## config.mk

```make
export PLATFORM = sky130hd
export DESIGN_NAME = pci_addr_decoder
export DESIGN_NICKNAME = d
export VERILOG_FILES = /design/src/rtl/pci_adec_pkg.sv /design/src/rtl/pci_adec_phase.sv /design/src/rtl/pci_adec_capture.sv /design/src/rtl/pci_adec_match.sv /design/src/rtl/pci_addr_decoder.sv
export SDC_FILE = /design/constraint.sdc
export NUM_CORES = 1
export LEC_CHECK = 0
export ABC_CLOCK_PERIOD_IN_PS = 2100
export BUFFER_PORTS_ARGS = -buffer_cell sky130_fd_sc_hd__buf_2
export CORE_MARGIN = 4
export CORE_UTILIZATION = 45
export CTS_CLUSTER_DIAMETER = 50
export DETAILED_ROUTE_END_ITERATION = 6
export GPL_ROUTABILITY_DRIVEN = 0
export PLACE_DENSITY = 0.83
export SLEW_MARGIN = 25
export SYNTH_ARGS = -nofsm -noshare
export SYNTH_HDL_FRONTEND = slang
export SYNTH_SLANG_ARGS = --single-unit
```

## constraint.sdc

```tcl
create_clock -name clk -period 2.1 [get_ports clk]
set_input_delay 0.315 -clock clk [delete_from_list [all_inputs] [get_ports clk]]
set_output_delay 0.315 -clock clk [all_outputs]
set_load 0.02 [all_outputs]
```

## src/rtl/pci_adec_pkg.sv

```systemverilog
// Package: shared types and command classification for the PCI
// address-phase decoder. Assumes C/BE# carries the command code
// unchanged during the address phase.
package pci_adec_pkg;

    // Recommendation handed to the target controller.
    typedef enum logic [1:0] {
        REC_IDLE    = 2'b00,
        REC_BUSY    = 2'b01,
        REC_DECODED = 2'b10
    } rec_e;

    // Internal tracking state of the decoder.
    typedef enum logic [1:0] {
        ST_IDLE    = 2'b00,
        ST_LATCHED = 2'b01,
        ST_BUSY    = 2'b10,
        ST_CLAIMED = 2'b11
    } state_e;

    // True for command codes that address memory space.
    function automatic logic is_mem_cmd(input logic [3:0] cmd);
        case (cmd)
            4'b0110, 4'b0111, 4'b1100, 4'b1110, 4'b1111: return 1'b1;
            default:                                     return 1'b0;
        endcase
    endfunction

    // True for configuration read or write command codes.
    function automatic logic is_cfg_cmd(input logic [3:0] cmd);
        return (cmd == 4'b1010) || (cmd == 4'b1011);
    endfunction

endpackage

```

## src/rtl/pci_adec_phase.sv

```systemverilog
// Module: pci_adec_phase
// Detects the address phase: the edge where FRAME# is sampled low
// while the previous edge saw an idle bus (FRAME# and IRDY# high).
// Assumes a synchronous active-low reset that leaves the bus idle.
module pci_adec_phase (
    input  logic clk,
    input  logic rst_n,
    input  logic frame_n,
    input  logic irdy_n,
    output logic addr_phase,
    output logic bus_idle_now
);

    logic idle_prev_q;

    assign bus_idle_now = frame_n & irdy_n;

    // Remember whether the last sampled edge saw an idle bus.
    always_ff @(posedge clk) begin
        if (!rst_n) idle_prev_q <= 1'b1;
        else        idle_prev_q <= bus_idle_now;
    end

    // An address phase needs an idle bus one edge earlier.
    assign addr_phase = idle_prev_q & ~frame_n;

    // a busy bus on one edge forbids an address phase on the next.
    a_r8_busy_blocks_phase: assert property (@(posedge clk) disable iff (!rst_n)
        !(frame_n && irdy_n) |=> !addr_phase);

endmodule

```

## src/rtl/pci_adec_capture.sv

```systemverilog
// Module: pci_adec_capture
// Holds the address, command, IDSEL and memory enable sampled in the
// address phase. The values stay put until the next address phase.
// Assumes load is high for exactly the address-phase edge.
module pci_adec_capture #(
    parameter int ADDR_W = 32,
    parameter int CMD_W  = 4
) (
    input  logic              clk,
    input  logic              rst_n,
    input  logic              load,
    input  logic [ADDR_W-1:0] ad,
    input  logic [CMD_W-1:0]  cbe_n,
    input  logic              idsel,
    input  logic              mem_en,
    output logic [ADDR_W-1:0] addr_q,
    output logic [CMD_W-1:0]  cmd_q,
    output logic              idsel_q,
    output logic              men_q
);

    // Capture the bus fields on the address-phase edge only.
    always_ff @(posedge clk) begin
        if (!rst_n) begin
            addr_q  <= '0;
            cmd_q   <= '0;
            idsel_q <= 1'b0;
            men_q   <= 1'b0;
        end else if (load) begin
            addr_q  <= ad;
            cmd_q   <= cbe_n;
            idsel_q <= idsel;
            men_q   <= mem_en;
        end
    end

    // the address phase values appear on the next cycle.
    a_r2_capture_on_phase: assert property (@(posedge clk) disable iff (!rst_n)
        load |=> (addr_q == $past(ad)) && (cmd_q == $past(cbe_n)));

    // outside an address phase the captured fields do not move.
    a_r8_hold_outside_phase: assert property (@(posedge clk) disable iff (!rst_n)
        !load |=> $stable(addr_q) && $stable(cmd_q) && $stable(idsel_q) && $stable(men_q));

endmodule

```

## src/rtl/pci_adec_match.sv

```systemverilog
// Module: pci_adec_match
// Combinational decode of the captured address phase: memory window
// match against the BAR and configuration select. Assumes the BAR
// window is naturally aligned, 2**BAR_SIZE_LOG2 bytes in size.
module pci_adec_match
    import pci_adec_pkg::*;
#(
    parameter int ADDR_W        = 32,
    parameter int BAR_SIZE_LOG2 = 12
) (
    input  logic [ADDR_W-1:0] addr_q,
    input  logic [3:0]        cmd_q,
    input  logic              idsel_q,
    input  logic              men_q,
    input  logic [ADDR_W-1:0] bar_base,
    output logic              mem_match,
    output logic              cfg_match
);

    localparam logic [ADDR_W-1:0] LOW_ONES = (ADDR_W'(1) << BAR_SIZE_LOG2) - ADDR_W'(1);
    localparam logic [ADDR_W-1:0] BAR_MASK = ~LOW_ONES;

    logic window_ok;

    // Compare only the bits above the window size.
    generate
        if (BAR_SIZE_LOG2 >= ADDR_W) begin : g_whole_space
            assign window_ok = 1'b1;
        end else begin : g_masked
            assign window_ok = ((addr_q ^ bar_base) & BAR_MASK) == '0;
        end
    endgenerate

    // Memory decode needs a memory command, the enable and the window.
    always_comb begin
        mem_match = is_mem_cmd(cmd_q) & men_q & window_ok;
    end

    // Configuration decode needs IDSEL, a config command and type-0 bits.
    always_comb begin
        cfg_match = idsel_q & is_cfg_cmd(cmd_q) & (addr_q[1:0] == 2'b00);
    end

endmodule

```

## src/rtl/pci_addr_decoder.sv

```systemverilog
// Module: pci_addr_decoder (top)
// Captures the address phase of each PCI transaction and decodes it one
// clock later from the stored copy, so that single-clock FRAME# accesses
// are still claimed. Produces registered hits and a recommendation
// (idle / busy for another agent / claim) for the target controller.
// Assumes bar_base is held stable for the duration of a transaction.
module pci_addr_decoder
    import pci_adec_pkg::*;
#(
    parameter int ADDR_W        = 32,
    parameter int CMD_W         = 4,
    parameter int BAR_SIZE_LOG2 = 12
) (
    input  logic              clk,
    input  logic              rst_n,
    input  logic              frame_n,
    input  logic              irdy_n,
    input  logic              idsel,
    input  logic [ADDR_W-1:0] ad,
    input  logic [CMD_W-1:0]  cbe_n,
    input  logic [ADDR_W-1:0] bar_base,
    input  logic              mem_space_en,
    output logic [ADDR_W-1:0] addr_o,
    output logic [CMD_W-1:0]  cmd_o,
    output logic              mem_hit_o,
    output logic              cfg_hit_o,
    output logic [1:0]        rec_o
);

    logic   addr_phase;
    logic   bus_idle_now;
    logic   idsel_q;
    logic   men_q;
    logic   mem_match;
    logic   cfg_match;
    state_e state_q;
    rec_e   rec;

    pci_adec_phase i_phase (
        .clk          (clk),
        .rst_n        (rst_n),
        .frame_n      (frame_n),
        .irdy_n       (irdy_n),
        .addr_phase   (addr_phase),
        .bus_idle_now (bus_idle_now)
    );

    pci_adec_capture #(
        .ADDR_W (ADDR_W),
        .CMD_W  (CMD_W)
    ) i_capture (
        .clk     (clk),
        .rst_n   (rst_n),
        .load    (addr_phase),
        .ad      (ad),
        .cbe_n   (cbe_n),
        .idsel   (idsel),
        .mem_en  (mem_space_en),
        .addr_q  (addr_o),
        .cmd_q   (cmd_o),
        .idsel_q (idsel_q),
        .men_q   (men_q)
    );

    pci_adec_match #(
        .ADDR_W        (ADDR_W),
        .BAR_SIZE_LOG2 (BAR_SIZE_LOG2)
    ) i_match (
        .addr_q    (addr_o),
        .cmd_q     (cmd_o[3:0]),
        .idsel_q   (idsel_q),
        .men_q     (men_q),
        .bar_base  (bar_base),
        .mem_match (mem_match),
        .cfg_match (cfg_match)
    );

    // Track the transaction and register the decode results.
    always_ff @(posedge clk) begin
        if (!rst_n) begin
            state_q   <= ST_IDLE;
            mem_hit_o <= 1'b0;
            cfg_hit_o <= 1'b0;
        end else if (addr_phase) begin
            state_q   <= ST_LATCHED;
            mem_hit_o <= 1'b0;
            cfg_hit_o <= 1'b0;
        end else begin
            case (state_q)
                ST_LATCHED: begin
                    mem_hit_o <= mem_match;
                    cfg_hit_o <= cfg_match;
                    state_q   <= (mem_match || cfg_match) ? ST_CLAIMED : ST_BUSY;
                end
                ST_BUSY, ST_CLAIMED: begin
                    if (bus_idle_now) begin
                        state_q   <= ST_IDLE;
                        mem_hit_o <= 1'b0;
                        cfg_hit_o <= 1'b0;
                    end
                end
                default: state_q <= ST_IDLE;
            endcase
        end
    end

    // Map the tracking state onto the recommendation code.
    always_comb begin
        case (state_q)
            ST_BUSY:    rec = REC_BUSY;
            ST_CLAIMED: rec = REC_DECODED;
            default:    rec = REC_IDLE;
        endcase
    end

    assign rec_o = rec;

    // no hit is reported while the recommendation is idle.
    a_r5_idle_has_no_hit: assert property (@(posedge clk) disable iff (!rst_n)
        (rec_o == 2'b00) |-> (!mem_hit_o && !cfg_hit_o));

    // a claim always comes with a hit.
    a_r6_claim_has_hit: assert property (@(posedge clk) disable iff (!rst_n)
        (rec_o == 2'b10) |-> (mem_hit_o || cfg_hit_o));

    // busy never comes with a hit.
    a_r6_busy_has_no_hit: assert property (@(posedge clk) disable iff (!rst_n)
        (rec_o == 2'b01) |-> (!mem_hit_o && !cfg_hit_o));

    // decode results hold while the bus stays in use.
    a_r7_hold_while_busy: assert property (@(posedge clk) disable iff (!rst_n)
        ((rec_o != 2'b00) && !(frame_n && irdy_n))
        |=> ($stable(mem_hit_o) && $stable(cfg_hit_o) && $stable(rec_o)));

    // an idle bus releases the decode.
    a_r7_release_on_idle: assert property (@(posedge clk) disable iff (!rst_n)
        ((rec_o != 2'b00) && frame_n && irdy_n) |=> (rec_o == 2'b00));

    // memory and configuration hits never coincide.
    a_r4_hits_exclusive: assert property (@(posedge clk) disable iff (!rst_n)
        !(mem_hit_o && cfg_hit_o));

endmodule

```

* Word level (Yosys, flattened, before mapping)
Cells that the tools add are included.
Widths: inputs -> output; s select.
** Word-level totals
- Flip-flop bits (word level) :: 43
- Bits of input ports :: 74
- Output and inout bits :: 40
- Logic and storage cells :: 48
** Operators by class
- Equal/unequal tests :: 12
- Multiplexer cells :: 9
- Bitwise operators :: 9
- Reduce and logical (&&, ||, !) cells :: 9
** Operators with widths (number)
- $logic_not 32->1 :: 1
- $xor 32x32->32 :: 1
- $eq 4x4->1 const B :: 5
- $eq 4x3->1 const B :: 2
- $pmux 2 s2 :: 2
- $and 1x1->1 :: 6
- $reduce_or 5->1 :: 1
- $eq 2x2->1 const B :: 2
- $mux 1 :: 4
- $pmux 1 s2 :: 2
- $reduce_or 2->1 :: 2
- $ne 3x3->1 const B :: 1
- $eq 2x1->1 const B :: 1
- $logic_not 2->1 :: 1
- $logic_or 1x1->1 :: 2
- $mux 2 :: 1
- $ne 2x2->1 const B :: 1
- $not 1->1 :: 2
- $reduce_and 2->1 :: 1
- $reduce_bool 2->1 :: 1

* Logic depth before layout (Yosys ltp)
Gate-level depths: netlist (run 1).
- Word-level depth :: 9
- Gate-level depth with buffers :: 5
- Mapped depth without buffers :: 4

* By module
A second synthesis (run 1) with hierarchy kept.
** Unflattened totals
- Cells, all modules :: 178
- Area, all modules :: 1955.6 um2
** Modules (own cells, without submodules)
- pci_adec_capture :: instances 1, cells an instance 122, area each 1455.1 um2
- pci_adec_match :: instances 1, cells an instance 31, area each 259.0 um2
- pci_addr_decoder :: instances 1, cells an instance 21, area each 197.7 um2
- pci_adec_phase :: instances 1, cells an instance 4, area each 43.8 um2

* Worst setup path after synthesis (run 1)
No wires, ideal clock.
- Path type :: flip-flop to flip-flop
- Start :: reg i_capture.addr_q[26]
- End :: reg state_q[0]
- Library setup time :: 0.069 ns
- Arrival :: 1.373 ns
- Path slack :: 0.658 ns
- Cell stages (with the launch flop) :: 5
- Path buffers :: 0
- Period minus slack after synthesis :: 1.442 ns
- Cells stage by stage :: dfxtp_1 xnor2_2 nand4_1 or4_4 o2bb2ai_2
** Between the ends
- Word-level cells in the longest chain between the ends :: 7
** Ends and longest elaborated chain
- from (decl) :: line pci_adec_capture.sv:16 : output logic [ADDR_W-1:0] addr_q,
- from (signal assigned) :: line pci_adec_capture.sv:25 : addr_q <= '0;
- from (signal assigned) :: line pci_adec_capture.sv:30 : addr_q <= ad;
- $xor 32x32->32 :: line pci_adec_match.sv:30 : assign window_ok = ((addr_q ^ bar_base) & BAR_MASK) == '0;
- $logic_not 32->1 :: line pci_adec_match.sv:30
- $and 1x1->1 :: line pci_adec_match.sv:36 : mem_match = is_mem_cmd(cmd_q) & men_q & window_ok;
- $logic_or 1x1->1 :: line pci_addr_decoder.sv:93 : state_q <= (mem_match || cfg_match) ? ST_CLAIMED : ST_BUSY;
- $mux 1 :: line pci_addr_decoder.sv:93
- $pmux 2 s2 :: line pci_addr_decoder.sv:89 : case (state_q)
- $mux 1 :: line pci_addr_decoder.sv:84 : end else if (addr_phase) begin
- to (signal assigned) :: line pci_addr_decoder.sv:93
- to (decl) :: line pci_addr_decoder.sv:36 : state_e state_q;
Every way passes these cells.
A chain may end at the register's enable or synchronous reset.

* Final worst setup path (run 1)
- Start :: reg i_capture.cmd_q[3]
- End :: reg state_q[0]
** Between the ends
- Word-level cells in the longest chain between the ends :: 9
** Ends and longest elaborated chain
- from (decl) :: line pci_adec_capture.sv:17 : output logic [CMD_W-1:0] cmd_q,
- from (signal assigned) :: line pci_adec_capture.sv:31 : cmd_q <= cbe_n;
- $eq 4x3->1 or $eq 4x4->1 (tied branches) :: line pci_adec_pkg.sv:23 : case (cmd)
- $reduce_or 5->1 :: line pci_adec_pkg.sv:23
- $mux 1 :: line pci_adec_pkg.sv:23
- $and 1x1->1 (2 in a row) :: line pci_adec_match.sv:36
- $logic_or 1x1->1 * :: line pci_addr_decoder.sv:93
- $mux 1 * :: line pci_addr_decoder.sv:93
- $pmux 2 s2 * :: line pci_addr_decoder.sv:89
- $mux 1 * :: line pci_addr_decoder.sv:84
Mark *: on every way between the ends. The rest lies on a longest branch, timed or not.

==> results of run 1 <==
## stage by stage
| step | instance area [um^2] | setup WS (ps) | cells | hold slack [ps] |
|---|---|---|---|---|
| after floorplan | 1900 | 658 | 226 | 435 |
| after global placement | 2460 | 605 | 371 | 437 |
| after detailed placement | 2460 | 588 | 371 | 443 |
| after CTS | 2580 | 600 | 379 | 242 |
| after global routing | 2580 | 505 | 379 | 244 |
| final | 2580 | 601 | 379 | 249 |
## critical path: stages (launching register included)
cell and delay [ps]:
sky130_fd_sc_hd__dfxtp_1 400, sky130_fd_sc_hd__nor2b_1 230, sky130_fd_sc_hd__o2111ai_1 140, sky130_fd_sc_hd__or4_4 520
sky130_fd_sc_hd__o2bb2ai_2 140
## synth_stat cells
cell / number
sky130_fd_sc_hd__o21ai_2: 1
sky130_fd_sc_hd__or4_4: 1
sky130_fd_sc_hd__clkbuf_1: 7
sky130_fd_sc_hd__xnor2_1: 14
sky130_fd_sc_hd__xnor2_2: 1
sky130_fd_sc_hd__nor2_1: 1
sky130_fd_sc_hd__nand3_1: 2
sky130_fd_sc_hd__dfxtp_1: 43
sky130_fd_sc_hd__o2111ai_1: 1
sky130_fd_sc_hd__o211a_1: 1
sky130_fd_sc_hd__o2bb2ai_2: 1
sky130_fd_sc_hd__a21boi_1: 38
sky130_fd_sc_hd__and2_1: 3
sky130_fd_sc_hd__nand2_1: 80
sky130_fd_sc_hd__o21ai_1: 1
sky130_fd_sc_hd__a41oi_1: 1
sky130_fd_sc_hd__a31oi_1: 1
sky130_fd_sc_hd__nor2b_1: 8
sky130_fd_sc_hd__nor4b_1: 1
sky130_fd_sc_hd__o21ai_0: 1
sky130_fd_sc_hd__nand2b_1: 2
sky130_fd_sc_hd__buf_2: 5
sky130_fd_sc_hd__a2111oi_1: 1
sky130_fd_sc_hd__inv_1: 2
sky130_fd_sc_hd__nand4_1: 6
sky130_fd_sc_hd__a2111oi_0: 1
sky130_fd_sc_hd__xor2_1: 2
## metal layers
metal  up-vias  part of all wire [%]  track usage, %
met5         -                     0               0
met2        51                    50            33.0
met1       843                    41            22.5
met4         0                   1.0            6.15
met3         5                   7.1            5.79
li1        951                     -               -
## layout make-up
cell class              instances  area [um^2]
fillers                       390         1450
well taps                      50         62.6
flip-flops and latches         43          861
multi-input cells             169          983
inverters                       2         7.51
repair buffers                107          551
clock inverters                 2         35.0
clock buffers                   6         82.6
## power by group
part | total, mW | internal (mW) | leakage, nW | switching (mW)
registers | 0.892 | 0.857 | 0.352 | 0.0349
clock network | 0.666 | 0.385 | 0.0612 | 0.281
logic | 0.305 | 0.140 | 0.796 | 0.165
## flip-flops by register name, indices dropped and copies added (netlist names)
signal,count
i_capture.idsel_q,1
i_phase.idle_prev_q,1
i_capture.addr_q,32
state_q,2
mem_hit_o,1
i_capture.men_q,1
i_capture.cmd_q,4
cfg_hit_o,1
## cell families (layout without fill, tap and decap cells)
group,Yosys count,after routing
and+or+nand+nor,104,104
AOI/OAI and AO/OA,48,48
DFF,43,43
xor gates and xnor gates,17,17
buffers and inverters,14,117
## how the worst min path moves through the flow
stage                                   start                    to  slack [ps]
final                                   ad[6]   i_capture.addr_q[6]         250
after global routing                   ad[14]  i_capture.addr_q[14]         240
after CTS                               ad[6]   i_capture.addr_q[6]         240
after detailed placement  i_capture.addr_q[8]   i_capture.addr_q[8]         440
after global placement    i_capture.addr_q[2]   i_capture.addr_q[2]         440
after floorplan               i_capture.men_q       i_capture.men_q         440
==> results, run 1 <==
- In this run the count of I/O pins placed on the die edge is 114.
- The flow ran to the end, and the final reports show no timing, DRC or antenna violations.
- The number of buffers added by the clock tree synthesis step is 5.
- The longest clock path from root to sink contains 2 buffers.
- The max-slew violation count is 0.
- The initial utilization of the core area, before any placement, comes to 47.2%.
- The count of antenna diodes in the layout is 0.
- The number of buffers inserted for hold repair after clock tree synthesis is 0.
- The tool flagged a number of max-cap violations equal to 0.
- The buffer cell driving the clock tree root is sky130_fd_sc_hd__clkbuf_8.
- For this run, the share of the core covered by cells in the final layout is between 60% and 70%.
- The top cell types in the final layout, fill and taps aside, are 101 x sky130_fd_sc_hd__buf_2, 80 x sky130_fd_sc_hd__nand2_1, 43 x sky130_fd_sc_hd__dfxtp_1, 38 x sky130_fd_sc_hd__a21boi_1, 14 x sky130_fd_sc_hd__xnor2_1.
- After clock tree synthesis, the clock-pin slew on the worst setup and hold paths is around 80 ps.
- Power spread over the standard cell area amounts to between 700 and 800 nW/um^2.
- TritonCTS built the clock tree.
- The total via count after detailed routing is between 1,500 and 2,000.
- In this run the worst setup path begins at i_capture.cmd_q[3].
- Wires add up to approximately 5000 um.
- The number of different library cells used by synthesis comes to 27.
- The worst slew margin relative to its limit is 59.3%.
- The startpoint type of the worst setup path is a flip-flop.
- The capture point of the worst path is state_q[0].
- Along the worst hold path, the cell count comes to 3.
- Global routing finished with a remaining overflow of 0.
- The number of global-route vias before repair is 1,754.
- Of the post-synthesis cell area, the dominant cell type holds 45.3%.
- Relative to the synthesized area, the layout overhead comes to 35.9%.
- The worst hold path class is primary input to flip-flop.
- At the worst endpoint, the arrival time is between 1500 and 2000 ps.
- The cell taking the most area after synthesis is sky130_fd_sc_hd__dfxtp_1.
- The multiplexer fraction of the synthesized cell area is 0%.
- The initial antenna violation count is 0.
- The later-pin clock latency in the skew report is 290 ps.
- The Yosys step of the flow raised 0 warnings.
- The number of standard cells after synthesis is 226.
- In this run the static leakage power is about 1.2 nW.
- The floorplan row count is 23.
- The library cell used most frequently in the layout, excluding fill and tap cells, is sky130_fd_sc_hd__buf_2.
- The endpoint identified for the worst register-to-register timing path is state_q[0].
- The adder-cell area share of the yosys netlist is 0%.
- Yosys attributes the largest share of cell area to sky130_fd_sc_hd__dfxtp_1 45%, sky130_fd_sc_hd__nand2_1 16%, sky130_fd_sc_hd__a21boi_1 15%.
- The sum of negative setup slack is 0 ps.
- The area inside the core boundary is between 4000 and 5000 um^2.
- The die covers 5330 um^2.
- For this run, the total global-route usage over all layers was measured as 19.1%.
- The peak ir drop on the vdd network is approximately 0.44 mV.
- On the final layout, the worst clock skew is 6.57 ps.
- The xor-xnor portion of the synthesized cell area is 8.23%.
- The completed layout was analyzed and its total power is 1.86 mW.
- Counting flops and latches in the post-synthesis netlist gives 43.
- After legalization and detailed placement, the total HPWL measured between 3000 and 4000 um.
- In this run the critical register-to-register path is launched from i_capture.cmd_q[3].
- During placement, the flow inserted port buffers numbering between 100 and 150.
- Summing the areas of all compound-gate instances in the mapped netlist gives around 20% of the synthesized area.
- For this block, the initial DRC count from the detailed router was 67.
- The first detailed-routing pass took 4 iterations.
- The post-synthesis instance area is between 1500 and 2000 um^2.
- Counting cells, the worst reg-to-reg path comes to 4.
- In this run the register-to-register setup slack is 600 ps.
- The die width is 73.0 um.
- After detailed routing, the average wire length per cell comes to around 13 um.
- The biggest fanout along the worst timing path is 5.
- The final setup violation count is 0.
- The maximum number of pins on one net before global-route repair is 26.
- The via-per-instance ratio is between 4 and 5.
- After synthesis, the largest family of logic cells by area is simple AND/OR/NAND/NOR gates.
- The worst setup path is captured at a flip-flop.
- The first global-routing pass estimated 7940 um of wire.
- The fmax is 0.667 GHz.
- After clock tree synthesis, the repair step resized 0 gates.
- The post-route netlist has a little over a third of its cells at a drive strength greater than 1.
- After detailed routing, the number of remaining DRC violations is 0.
- In the final design database the tool counted 402 nets.
- In this run the mean area of a mapped cell was roughly 8.4 um^2.
- The number of antenna-violating nets in the routed design is 0.
- The die height is 73.0 um.
- The final critical path time including I/O delays and setup is 1500 ps.
- The worst setup path category is flip-flop to flip-flop.
- The final count of hold timing violations is 0.
- Synthesis produced a netlist with a net count of 300.
- At the pin with the least slew margin, the transition time is 595 ps.
- Dividing the final minimum period by the clock period gives 71.4%.
- Once the clock tree was built, the setup fixing pass inserted 0 buffers.
- The data required time of the critical path is 2330 ps.
- After Yosys synthesis, and, or, nand and nor cells account for roughly a quarter of the synthesized area.
- The portion of the post-synthesis area used by sequential elements is 45.3%.
- Setup repair after global routing left no endpoint under its margin.
- The number of clock sinks seen by CTS is 43.
- The total number of H-tree levels is 2.
Power figures use the tool's default switching activity.
==> inputs of run 2 (changes only) <==
Settings changed: ABC_CLOCK_PERIOD_IN_PS 2100 to 1500, CORE_UTILIZATION 45 to 43, PLACE_DENSITY 0.83 to 0.8.
Clock period 2.1 ns to 1.5 ns, I/O delays scaled along.
==> results, run 2 (synthesis results as in run 1) <==
- The cell count after placement is roughly 370.
- Leaving out fill and tap cells, the most frequent cells in the layout are 101 x sky130_fd_sc_hd__buf_2, 80 x sky130_fd_sc_hd__nand2_1, 43 x sky130_fd_sc_hd__dfxtp_1, 38 x sky130_fd_sc_hd__a21boi_1, 13 x sky130_fd_sc_hd__xnor2_1.
- The total via count after detailed routing is 1,849.
- The global routing usage on met3 is 4.46%.
- The reported net switching power is ~0.67 mW.
- The worst setup path category is flip-flop to flip-flop.
- The wire length of the first global-routing pass is 7810 um.
- The number of buffers inserted for hold repair after clock tree synthesis is 0.
- The worst slew margin relative to its limit is between 70% and 80%.
- In the finished design, the share of the clock period the worst path needs comes to between 90 and 100%.
- The detail-routed net length per standard cell is between 10 and 15 um.
- The sum of negative setup slack is 0 ps.
- The die height is roughly 74 um.
- In the final design database the tool counted between 400 and 500 nets.
- The setup slack after layout is roughly 95 ps.
- Broken down by cell family, the worst path's largest delay share belongs to simple AND/OR/NAND/NOR gates.
- The run finished with clean final reports.
- In this run the worst hold path is classified as primary input to flip-flop.
- The via-per-instance ratio is 4.84.
- The region available for standard cell placement spans 4140 um^2.
- The sum of internal, switching and leakage power is roughly 2.4 mW.
- For this run, global-route usage on met1 was measured as around 22%.
- The endpoint kind of the worst setup timing path is a flip-flop.
- The repair_antennas step left the layout with diodes totalling 0.
- The die width is about 74 um.
- The floorplan row count is 23.
- The slowest stage of the critical path belongs to the cell sky130_fd_sc_hd__or4_4.
- The startpoint identified for the worst register-to-register timing path is i_capture.addr_q[27].
- The number of cells in the finished layout apart from fillers is roughly 380.
- The clock skew is 6.94 ps.
- The maximum number of pins on one net before global-route repair is 30.
- In this run the number of H-tree levels came out at 2.
- Based on the critical path, the design can be clocked at up to 0.712 GHz.
- VDD sags by at most ~0.55 mV.
- The worst setup path startpoint is i_capture.addr_q[27].
- The number of global-route vias before repair is 1,791.
- The initial antenna violation count came to 0.
- The count of max-cap constraint violations is 0.
- In this design, the stage delay of the slowest critical-path cell is 560 ps.
- The cell area after placement is between 2000 and 2500 um^2.
- In this run the count of I/O pins placed on the die edge is 114.
- Counting the buffers created by CTS gives 5.
- In this run, the combinational gates consume 18.4% of the power.
- In this run, the number of DRC markers left after iteration 0 of detailed routing was 50.
- The actual transition at the worst max-transition pin is around 440 ps.
- Of all nets on the critical path, the largest fanout is 3.
- The number of antenna-violating nets in the routed design is 0.
- For this configuration, the core starts out at a cell density of between 40% and 50%.
- The smallest clock period supported by the final layout is computed as 1410 ps.
- The clock tree from TritonCTS is built.
- Of the total power, registers draw 52.0%.
- Power spread over the standard cell area amounts to 926 nW/um^2.
- Internal power comes to 1.73 mW.
- The most heavily used metal layer in global routing is met2.
- The final core utilization is 62.4%.
- The reported leakage power is 1.21 nW.
- Setup violations remaining at the end of the flow were counted as 0.
- The most common library cell in the layout ignoring fill and taps is sky130_fd_sc_hd__buf_2.
- The final count of hold timing violations is 0.
- Global routing used a little under a fifth of the available tracks.
- Clock latency on the worst-skew pair, taken at its later pin, is 290 ps.
- CTS placed an instance of sky130_fd_sc_hd__clkbuf_8 at the clock tree root.
- The buffer and inverter count on the worst path is 0.
- Counting along the longest clock path gives a buffer depth of 2.
- Setup repair after global routing left no endpoint under its margin.
- The post-detailed-route DRC marker count is 0.
- The worst slack on hold paths is 159 ps.
- The worst setup path is launched from a flip-flop.
- The most flop-heavy register is i_capture.addr_q.
- The worst hold path startpoint is ad[3].
- The flip-flop count of the largest register after layout is 32.
- The floorplan step defined a die boundary enclosing 5550 um^2.
- The data required time of the critical path is 1730 ps.
- The number of clock sinks seen by CTS is 43.
- Input and output buffers added on the ports amount to 101.
- The data arrival time of the worst path is 1630 ps.
- The final wirelength is 4890 um.
- The CTS clock-pin slew for the worst setup and hold paths is 80 ps.
- In the final layout, the registers with the most flip-flops are i_capture.addr_q: 32 flops, i_capture.cmd_q: 4 flops, state_q: 2 flops.
- Global routing consumed, on the met2 layer, 31.5% of the routing resources.
- The minimum setup slack after placement is 70.1 ps.
- The critical path goes through xnor2_2, nand4_1, or4_4, o2bb2ai_2.
- The max-slew violation count is 0.
- The wire-length estimate of the detail-placed layout is between 3000 and 4000 um.
- The clock network fraction of design power is 29.6%.
- In the final layout, the share of cells above drive strength 1 is 37.3%.
- The first detailed-routing pass ran for 4 iterations.
- In this run switching power makes up 27.8% of total power.
- The area growth from synthesis to layout is 36.1%.
- The post-route standard cell area excluding fillers is ~2600 um^2.
- The global route total overflow is 0.
==> run 2: changes by cell type in the layout (fill, tap and decap cells not counted), sizes merged <==
cell	delta
buf	+3
bufinv	-1
clkinvlp	+1
==> run 2: worst register-to-register path, stage by stage, from the launching register on <==
cell and delay, ps:
sky130_fd_sc_hd__dfxtp_1 350, sky130_fd_sc_hd__xnor2_2 190, sky130_fd_sc_hd__nand4_1 110, sky130_fd_sc_hd__or4_4 560, sky130_fd_sc_hd__o2bb2ai_2 140
==> run 2: final timing paths <==
check	end	slack (ps)	cells past startpoint
setup reg to reg	state_q[0]	90	4
setup / recovery	state_q[0]	90	4
hold / removal	i_capture.addr_q[3]	160	3
hold reg to reg	i_capture.addr_q[2]	450	2
==> run 2: area by class of cell <==
cell class / count / area (um^2)
Clock inverter: 2 / 12.5
Fill cell: 393 / 1560
Timing Repair Buffer: 110 / 573
Sequential cell: 43 / 861
Clock buffer: 6 / 72.6
Tap cell: 50 / 62.6
Inverter: 2 / 7.51
Multi-Input combinational cell: 169 / 997
==> run 2: power by group through the flow <==
stage          Sequential [mW]  Combinational (mW)  Clock (mW)
4_1_cts                   1.25               0.442       0.731
3_5_place_dp              1.27               0.441           0
2_1_floorplan             1.33               0.184           0
6_report                  1.25               0.440       0.709
5_1_grt                   1.25               0.488       0.779
3_3_place_gp              1.27               0.434           0
==> run 2: routing by layer <==
metal	vias to the layer above	share of wire, %
met4	0	1.6
met3	7	7.6
met1	817	41
li1	955	-
met2	70	49
met5	-	0
==> run 2: what timing repair did <==
item	4_1_cts	5_1_grt
buffers inserted	0	0
endpoints found under the setup margin	0	2
gates resized for setup	0	3
hold endpoints to repair	0	0
